===== config.mk =====
export PLATFORM = sky130hd
export DESIGN_NAME = sdram_refresh_sched
export DESIGN_NICKNAME = d
export VERILOG_FILES = /design/src/rtl/sdram_rfs_pkg.sv /design/src/rtl/rfs_interval_timer.sv /design/src/rtl/rfs_owed_counter.sv /design/src/rtl/rfs_spacing.sv /design/src/rtl/sdram_refresh_sched.sv
export SDC_FILE = /design/constraint.sdc
export NUM_CORES = 1
export LEC_CHECK = 0
export BUFFER_PORTS_ARGS = -buffer_cell sky130_fd_sc_hd__buf_2
export CAP_MARGIN = 10
export CORE_AREA = 2 2 99 125
export DETAILED_ROUTE_END_ITERATION = 8
export DIE_AREA = 0 0 101 127
export MAX_ROUTING_LAYER = met4
export PLACE_DENSITY = 0.37
export REMOVE_ABC_BUFFERS = 1
export SETUP_SLACK_MARGIN = 0.15
export SLEW_MARGIN = 20
export SYNTH_ARGS = -nofsm -noshare
export SYNTH_HDL_FRONTEND = slang
export SYNTH_SLANG_ARGS = --single-unit

===== constraint.sdc =====
create_clock -name clk -period 4.5 [get_ports clk]
set_input_delay 0.9 -clock clk [delete_from_list [all_inputs] [get_ports clk]]
set_output_delay 0.9 -clock clk [all_outputs]
set_load 0.01 [all_outputs]

===== src/rtl/sdram_rfs_pkg.sv =====
package sdram_rfs_pkg;

    typedef enum logic {
        POL_DIST  = 1'b0,
        POL_BURST = 1'b1
    } rfs_policy_e;

    function automatic int rfs_max(input int a, input int b);
        return (a > b) ? a : b;
    endfunction

    function automatic int rfs_cycles(input int win_us, input int clk_mhz);
        return win_us * clk_mhz;
    endfunction

endpackage


===== src/rtl/rfs_interval_timer.sv =====
module rfs_interval_timer #(
    parameter int TW = 8
) (
    input  logic          clk,
    input  logic          rst_n,
    input  logic          clr,
    input  logic          hold,
    input  logic [TW-1:0] period,
    output logic          tick
);
    typedef struct packed {
        logic [TW-1:0] cnt;
    } tmr_st_t;

    tmr_st_t st_d, st_q;

    always_comb begin
        st_d = st_q;
        tick = 1'b0;
        if (clr) begin
            st_d.cnt = '0;
        end else if (!hold) begin
            if (st_q.cnt >= period - TW'(1)) begin
                tick     = 1'b1;
                st_d.cnt = '0;
            end else begin
                st_d.cnt = st_q.cnt + TW'(1);
            end
        end
    end

    always_ff @(posedge clk or negedge rst_n) begin
        if (!rst_n) st_q <= '0;
        else        st_q <= st_d;
    end

    // a frozen timer keeps its count
    a_r7_hold_freeze: assert property (@(posedge clk) disable iff (!rst_n)
        (hold && !clr) |=> (st_q.cnt == $past(st_q.cnt)));

endmodule


===== src/rtl/rfs_owed_counter.sv =====
module rfs_owed_counter
    import sdram_rfs_pkg::*;
#(
    parameter int CW    = 5,
    parameter int ROWS  = 16,
    parameter int LIMIT = 8
) (
    input  logic          clk,
    input  logic          rst_n,
    input  logic          tick,
    input  rfs_policy_e   policy,
    input  logic          take,
    input  logic          clr,
    input  logic          set_one,
    output logic [CW-1:0] owed,
    output logic          underrun
);
    localparam logic [CW-1:0] ROWS_C  = CW'(ROWS);
    localparam logic [CW-1:0] LIMIT_C = CW'(LIMIT);

    typedef struct packed {
        logic [CW-1:0] owed;
        logic          under;
    } owe_st_t;

    owe_st_t       st_d, st_q;
    logic [CW-1:0] base;
    logic          take_ok;

    always_comb begin
        take_ok = take && (st_q.owed != '0);
        base    = st_q.owed - CW'(take_ok);
        st_d    = st_q;
        if (clr) begin
            st_d.owed = '0;
        end else if (set_one) begin
            st_d.owed = CW'(1);
        end else if (tick && policy == POL_BURST) begin
            if (base != '0) st_d.under = 1'b1;
            st_d.owed = ROWS_C;
        end else if (tick) begin
            if (base >= LIMIT_C) begin
                st_d.under = 1'b1;
                st_d.owed  = base;
            end else begin
                st_d.owed  = base + CW'(1);
            end
        end else begin
            st_d.owed = base;
        end
    end

    always_ff @(posedge clk or negedge rst_n) begin
        if (!rst_n) st_q <= '0;
        else        st_q <= st_d;
    end

    assign owed     = st_q.owed;
    assign underrun = st_q.under;

    // a lone accepted acknowledge retires exactly one refresh
    a_r3_ack_dec: assert property (@(posedge clk) disable iff (!rst_n)
        (take && owed != '0 && !tick && !clr && !set_one)
        |=> (owed == $past(owed) - CW'(1)));

    // the underrun flag never clears outside reset
    a_r5_sticky: assert property (@(posedge clk) disable iff (!rst_n)
        underrun |=> underrun);

    // a burst window end reloads the full row count
    a_r6_burst_load: assert property (@(posedge clk) disable iff (!rst_n)
        (tick && policy == POL_BURST && !clr && !set_one) |=> (owed == ROWS_C));

endmodule


===== src/rtl/rfs_spacing.sv =====
module rfs_spacing #(
    parameter int TRFC_CYC = 7
) (
    input  logic clk,
    input  logic rst_n,
    input  logic start,
    output logic busy
);
    generate
        if (TRFC_CYC > 1) begin : g_gap
            localparam int GW = $clog2(TRFC_CYC);

            typedef struct packed {
                logic [GW-1:0] gap;
            } gap_st_t;

            gap_st_t st_d, st_q;

            always_comb begin
                st_d = st_q;
                if (start)                st_d.gap = GW'(TRFC_CYC - 1);
                else if (st_q.gap != '0)  st_d.gap = st_q.gap - GW'(1);
            end

            always_ff @(posedge clk or negedge rst_n) begin
                if (!rst_n) st_q <= '0;
                else        st_q <= st_d;
            end

            assign busy = (st_q.gap != '0);
        end else begin : g_nogap
            assign busy = 1'b0;
        end
    endgenerate

endmodule


===== src/rtl/sdram_refresh_sched.sv =====
module sdram_refresh_sched
    import sdram_rfs_pkg::*;
#(
    parameter int CLK_MHZ      = 100,
    parameter int ROWS         = 4096,
    parameter int STD_WIN_US   = 64000,
    parameter int EXT_WIN_US   = 16000,
    parameter int TRFC_CYC     = 7,
    parameter int POSTPONE_MAX = 8,
    localparam int OWED_W      = $clog2(rfs_max(ROWS, POSTPONE_MAX) + 1)
) (
    input  logic              clk,
    input  logic              rst_n,
    input  logic              burst_mode,
    input  logic              ext_grade,
    input  logic              rf_ack,
    input  logic              sr_enter,
    input  logic              sr_exit,
    output logic              rf_req,
    output logic              sr_active,
    output logic              underrun,
    output logic [OWED_W-1:0] rf_owed
);
    localparam int STD_WIN_CYC = rfs_cycles(STD_WIN_US, CLK_MHZ);
    localparam int EXT_WIN_CYC = rfs_cycles(EXT_WIN_US, CLK_MHZ);
    localparam int STD_INT_CYC = STD_WIN_CYC / ROWS;
    localparam int EXT_INT_CYC = EXT_WIN_CYC / ROWS;
    localparam int TW          = $clog2(rfs_max(STD_WIN_CYC, EXT_WIN_CYC) + 1);

    localparam logic [TW-1:0] STD_WIN_P = TW'(STD_WIN_CYC);
    localparam logic [TW-1:0] EXT_WIN_P = TW'(EXT_WIN_CYC);
    localparam logic [TW-1:0] STD_INT_P = TW'(STD_INT_CYC);
    localparam logic [TW-1:0] EXT_INT_P = TW'(EXT_INT_CYC);

    typedef struct packed {
        logic sr_active;
    } top_st_t;

    top_st_t       st_d, st_q;
    rfs_policy_e   policy;
    logic [TW-1:0] period;
    logic          tick, gap_busy, enter_ok, exit_ok, take;

    always_comb begin
        policy   = burst_mode ? POL_BURST : POL_DIST;
        unique case ({burst_mode, ext_grade})
            2'b00:   period = STD_INT_P;
            2'b01:   period = EXT_INT_P;
            2'b10:   period = STD_WIN_P;
            default: period = EXT_WIN_P;
        endcase
        enter_ok = sr_enter && !st_q.sr_active;
        exit_ok  = sr_exit && st_q.sr_active;
        rf_req   = (rf_owed != '0) && !gap_busy && !st_q.sr_active;
        take     = rf_req && rf_ack && !enter_ok;
        st_d     = st_q;
        if (enter_ok)     st_d.sr_active = 1'b1;
        else if (exit_ok) st_d.sr_active = 1'b0;
    end

    always_ff @(posedge clk or negedge rst_n) begin
        if (!rst_n) st_q <= '0;
        else        st_q <= st_d;
    end

    assign sr_active = st_q.sr_active;

    rfs_interval_timer #(.TW(TW)) u_timer (
        .clk    (clk),
        .rst_n  (rst_n),
        .clr    (enter_ok || exit_ok),
        .hold   (st_q.sr_active),
        .period (period),
        .tick   (tick)
    );

    rfs_owed_counter #(.CW(OWED_W), .ROWS(ROWS), .LIMIT(POSTPONE_MAX)) u_owed (
        .clk      (clk),
        .rst_n    (rst_n),
        .tick     (tick),
        .policy   (policy),
        .take     (take),
        .clr      (enter_ok),
        .set_one  (exit_ok),
        .owed     (rf_owed),
        .underrun (underrun)
    );

    rfs_spacing #(.TRFC_CYC(TRFC_CYC)) u_space (
        .clk   (clk),
        .rst_n (rst_n),
        .start (take),
        .busy  (gap_busy)
    );

    // no request while the device refreshes itself
    a_r7_sr_quiet: assert property (@(posedge clk) disable iff (!rst_n)
        sr_active |-> !rf_req);

    // entry clears the owed count and pauses
    a_r7_enter: assert property (@(posedge clk) disable iff (!rst_n)
        (!sr_active && sr_enter) |=> (sr_active && rf_owed == '0));

    // exit owes exactly one refresh
    a_r8_exit_one: assert property (@(posedge clk) disable iff (!rst_n)
        (sr_active && sr_exit) |=> (!sr_active && rf_owed == OWED_W'(1)));

    generate
        if (TRFC_CYC > 1) begin : g_gap_chk
            // an issued refresh is not followed by a request next cycle
            a_r4_gap: assert property (@(posedge clk) disable iff (!rst_n)
                (rf_req && rf_ack) |=> !rf_req);
        end
    endgenerate

endmodule


Word-level counts from Yosys, hierarchy flattened
Cells that the tools add are included.
- register bits: 41
- logic and storage cells: 59
- bits of input ports: 7
- $add $sub $neg: 5
- order comparisons: 2
- eq/ne operators: 4
- mux-type cells: 20
- reductions and logical operators: 21
- bitwise gates (word level): 2
- operator list (kind ; count):
    two-way mux 23 bit ; 3
    one-hot mux 23 bit (3 select lines) ; 1
    two-way mux 13 bit ; 4
    nonzero test 13 bit ; 2
    adder 23 x 1 -> 23 bit, second input constant ; 1
    greater-or-equal comparator 23 bit ; 1
    subtractor 23 x 1 -> 23 bit, second input constant ; 1
    two-way mux 14 bit ; 1
    adder 13 x 1 -> 13 bit, second input constant ; 1
    greater-or-equal comparator 13 x 4 -> 1 bit, second input constant ; 1
    subtractor 13 x 1 -> 13 bit ; 1
    two-way mux 1 bit ; 9
    logical AND 1 bit ; 8
    nonzero test 2 bit ; 4
    two-way mux 3 bit ; 2
    AND reduction 5 bit ; 1
    logical NOT 1 bit ; 3
    nonzero test 3 bit ; 1
    subtractor 3 x 1 -> 3 bit, second input constant ; 1
    == test 2 x 1 -> 1 bit, second input constant ; 1
    == test 2 bit, second input constant ; 1
    logical NOT 2 bit ; 1
    != test 2 x 1 -> 1 bit, second input constant ; 1
    != test 2 bit, second input constant ; 1
    other kinds (2) ; 3

Longest topological paths before layout
- word-level depth: 14
- gate-level depth with buffers: 14

By module
Synthesis repeated with hierarchy kept, for this count alone.
- cell total of the unflattened synthesis: 455
- area total of the unflattened synthesis: 3831.2 sq um
- modules (own cells, without submodules) (module ; times used ; area an instance (sq um) ; seq. area each (sq um) ; cells each):
    rfs_interval_timer ; 1 ; 2404.8 ; 575.6 ; 300
    rfs_owed_counter ; 1 ; 1048.5 ; 350.3 ; 113
    sdram_refresh_sched ; 1 ; 193.9 ; 25.0 ; 25
    rfs_spacing ; 1 ; 183.9 ; 75.1 ; 17

Worst setup path after synthesis
No wires, ideal clock.
- kind: register to register
- start point: reg u_space.g_gap.st_q[0] (netlist bit)
- end point: reg u_owed.st_q (netlist bit u_owed.owed[2])
- required time: 4.427 ns
- period minus slack after synthesis: 3.107 ns
- cell stages (with the launch flop): 15
- buffers on the path: 0
- setup slack: 1.393 ns
- arrival: 3.034 ns
- cells stage by stage: dfrtp_1 -> inv_1 -> ha_1 -> nand2b_1 -> a311oi_1 -> nand3b_1 -> inv_1 -> ha_1 -> nor4b_1 -> xnor2_1 -> nand4_1 -> nor4_4 -> nand4_1 -> mux2_4 -> a21oi_2
- RTL lines (item ; line ; RTL):
    start: declaration ; rfs_spacing.sv:17 ; gap_st_t st_d, st_q;
    start signal: assignment ; rfs_spacing.sv:27 ; else st_q <= st_d;
    end signal: assignment ; rfs_owed_counter.sv:55 ; else st_q <= st_d;
    end: declaration ; rfs_owed_counter.sv:26 ; owe_st_t st_d, st_q;

==> impl_metrics.json <==
{
  "synth_top_area_cell": "dfrtp_1",
  "hp-class": "reg -> reg",
  "cts_buffers": 5,
  "cp_slowest_stage_delay_ns": 0.66,
  "slew_headroom": 0.460,
  "hold_start": "u_owed.underrun",
  "synth_xor_area_frac": 0.0430,
  "port-buffer-count": 22,
  "pin_count": 23,
  "grt_setup_unrepaired": "false",
  "rr_startpoint": "u_owed.owed[5]",
  "yosys.area_share.simple": 0.260,
  "worstSetupPathType": "reg -> reg",
  "grt_max_degree": 42,
  "finalSetupViolations": 0,
  "crit_chain": "nor4_1 > a311oi_1 > nand3b_1 > inv_1 > ha_1 > nor3b_1 > xnor2_1 > nand4_1 > nor4_4 > nand4_1 > mux2_4 > a21oi_2",
  "setup_total_negative_slack_ns": 0,
  "r2r-end": "u_owed.owed[2]",
  "post_drt_wl_per_cell_um": 15.4,
  "fin_util": 0.282,
  "tightest_slew_ns": 0.810,
  "vias_per_cell": 5.09,
  "dp_hpwl_um": 5340,
  "vias": 2432,
  "fmax_mhz": 303,
  "synth_cell_types": 59,
  "grt_pass1_wl_um": 12700,
  "start_util": 0.247,
  "cp_data_required_time_ns": 4.72,
  "antenna_cells": 0,
  "synth.area.top_cells": "dfrtp_1 (36%), ha_1 (12%), nand2_1 (5.1%)",
  "r2r_slack_ns": 1.20,
  "path_buf_inv": 1,
  "fillers": 1231,
  "cts_setup_buffers": 0,
  "hold_violations": 0,
  "synth-edff-count": 0,
  "cts_resized": 0,
  "htreeDepth": 2,
  "layout_commonest_cell": "dfrtp_1",
  "synth-async-reset-ratio": 1.00,
  "slew_viol_final": 0,
  "fin_crit_ns": 3.30,
  "first_iter_violations": 65,
  "grt_pass1_vias": 2473,
  "p_leak_uw": 0.00154,
  "regArea_um2": 1030,
  "routed_wl_um": 7380,
  "antenna_found_initial": 0,
  "grt_overflow": 0,
  "die-height_um": 127,
  "finalCritPeriodShare": 0.734,
  "worstSetupEndpointType": "register",
  "cts_root_buffer": "clkbuf_16",
  "die_x_um": 101,
  "clkLatencyLatePin_ns": 0.29,
  "mappedNetlistArea_um2": 2850,
  "min_to": "u_owed.underrun",
  "cp_top_family": "simple AND/OR/NAND/NOR gates",
  "p_per_area_nw_per_um2": 317,
  "vdd_drop_max_mv": 0.141,
  "gp_congestion": 0.782,
  "cts.sinks": 41,
  "synthCells": 316,
  "worstPathArrival_ns": 3.52,
  "drtPass1Iterations": 4,
  "ant_nets": 0,
  "crit_path_frequent_cell": "nand4_1",
  "place_ws_ns": 1.03,
  "syn_to_final_growth_pct": 14.3,
  "drive_gt1_frac": 0.138,
  "rr_worst_depth": 12,
  "crit_slowest_cell": "nor4_1",
  "fin_nets": 373,
  "fin_skew_ns": 0.00709,
  "final_cell_mix": "dfrtp_1 (41), nand2_1 (39), nor2_1 (29)",
  "synth_compound_area_frac": 0.172,
  "clk_pin_slew_worst_paths_ns": 0.06,
  "cts.path.max_buffers": 2,
  "hold-path-cell-count": 1,
  "synth_top_family_by_area": "simple AND/OR/NAND/NOR gates",
  "multi_input_area_um2": 1730,
  "muxShareOfSynthArea": 0.0127,
  "outcome": "completed",
  "cts_tree": "built",
  "track_usage": 0.129,
  "coreArea_um2": 11600,
  "cap_viol_max_count": 0,
  "yosysSeqAreaShare": 0.360,
  "critPathLaunchType": "register",
  "yosys_most_used_dff": "dfrtp_1",
  "ys_ff_latch": 41,
  "route.detailed.drc": 0,
  "num_rows": 44,
  "crit_fanout": 6,
  "ys_warn_count": 0,
  "dieArea_um2": 12800,
  "synth_top_area_share": 0.360,
  "cts_hold_buffers": 0,
  "synth_adder_area_share": 0.118,
  "syn_avg_cell_area_um2": 9.03,
  "worst_slack_ns": 1.20
}
[cell families (layout without fill, tap and decap cells)]
logic type,count (synthesis),in the layout
XOR/XNOR,14,14
other,1,1
buffers and inverters,20,44
multiplexers,3,3
adder cells (fa/ha/maj),27,27
AO/OA/AOI/OAI,71,71
AND/OR/NAND/NOR,139,139
flip-flops,41,41
[worst register-to-register path, cell delays in order, from the launching register on]
cell	delay, ns
dfrtp_1	0.42
nor4_1	0.66
a311oi_1	0.22
nand3b_1	0.17
inv_1	0.10
ha_1	0.25
nor3b_1	0.17
xnor2_1	0.23
nand4_1	0.18
nor4_4	0.30
nand4_1	0.14
mux2_4	0.28
a21oi_2	0.12
[area by class of cell]
cell class,instances,share of cell area
Clock buffer,7,0.0468
Clock inverter,1,0.00154
Inverter,13,0.0150
Multi-Input combinational cell,255,0.532
Sequential cell,41,0.315
Tap cell,138,0.0530
Timing Repair Buffer,23,0.0369
[sequential cells by signal (all words and copies together) (netlist names)]
register and cells:
u_owed.owed 13, u_timer.st_q 23, u_owed.underrun 1, u_space.g_gap.st_q 3
sr_active 1
[where the power goes]
group	switching (uW)	internal [uW]	total [uW]
Clock	146	235	381
Sequential	28.2	398	427
Combinational	139	86.8	226
[stage by stage]
stage,power [uW],hold slack (ns),std cells,cell area (um2)
floorplan,587,0.459,309,2810
global placement,666,0.442,470,3100
detailed placement,665,0.443,470,3100
CTS,1060,0.459,478,3260
global route,1110,0.486,478,3260
finish,1030,0.451,478,3260
[cells in the mapped netlist, types with 2 or more instances]
| cell type | number |
|---|---|
| buf_2 | 2 |
| ha_1 | 27 |
| nor2_1 | 29 |
| and2_1 | 2 |
| a21o_1 | 2 |
| nand2b_1 | 7 |
| xor2_1 | 3 |
| nand4_1 | 11 |
| nor2b_1 | 5 |
| clkbuf_1 | 2 |
| dfrtp_1 | 41 |
| nand3b_1 | 2 |
| nor4_4 | 2 |
| xnor2_1 | 11 |
| inv_1 | 13 |
| nor3_1 | 6 |
| o21ai_0 | 21 |
| and3_1 | 7 |
| nand3_1 | 13 |
| a31oi_1 | 11 |
| a21oi_1 | 16 |
| nand2_1 | 39 |
| buf_4 | 2 |
| nor4_1 | 4 |
| o21ai_1 | 4 |
[routing by layer]
metal  wire [um]  GRT usage  vias up
met5           0          -        -
met4         267     0.0604        0
met3         225     0.0230       20
met2        3590      0.214       51
met1        3310      0.151     1161
li1            -          -     1200
[how the worst max path moves through the flow]
stage / start / endpoint / slack (ns) / depth (start not counted)
after floorplan: u_space.g_gap.st_q[0] / u_owed.owed[2] / 1.39 / 14
after global placement: burst_mode / u_owed.owed[4] / 1.09 / 10
after detailed placement: burst_mode / u_timer.st_q[19] / 1.03 / 10
after CTS: u_owed.owed[5] / u_owed.owed[2] / 1.21 / 12
after global routing: u_space.g_gap.st_q[0] / u_owed.owed[2] / 0.94 / 14
final: u_owed.owed[5] / u_owed.owed[2] / 1.20 / 12
(Power assumes the default switching activity.)
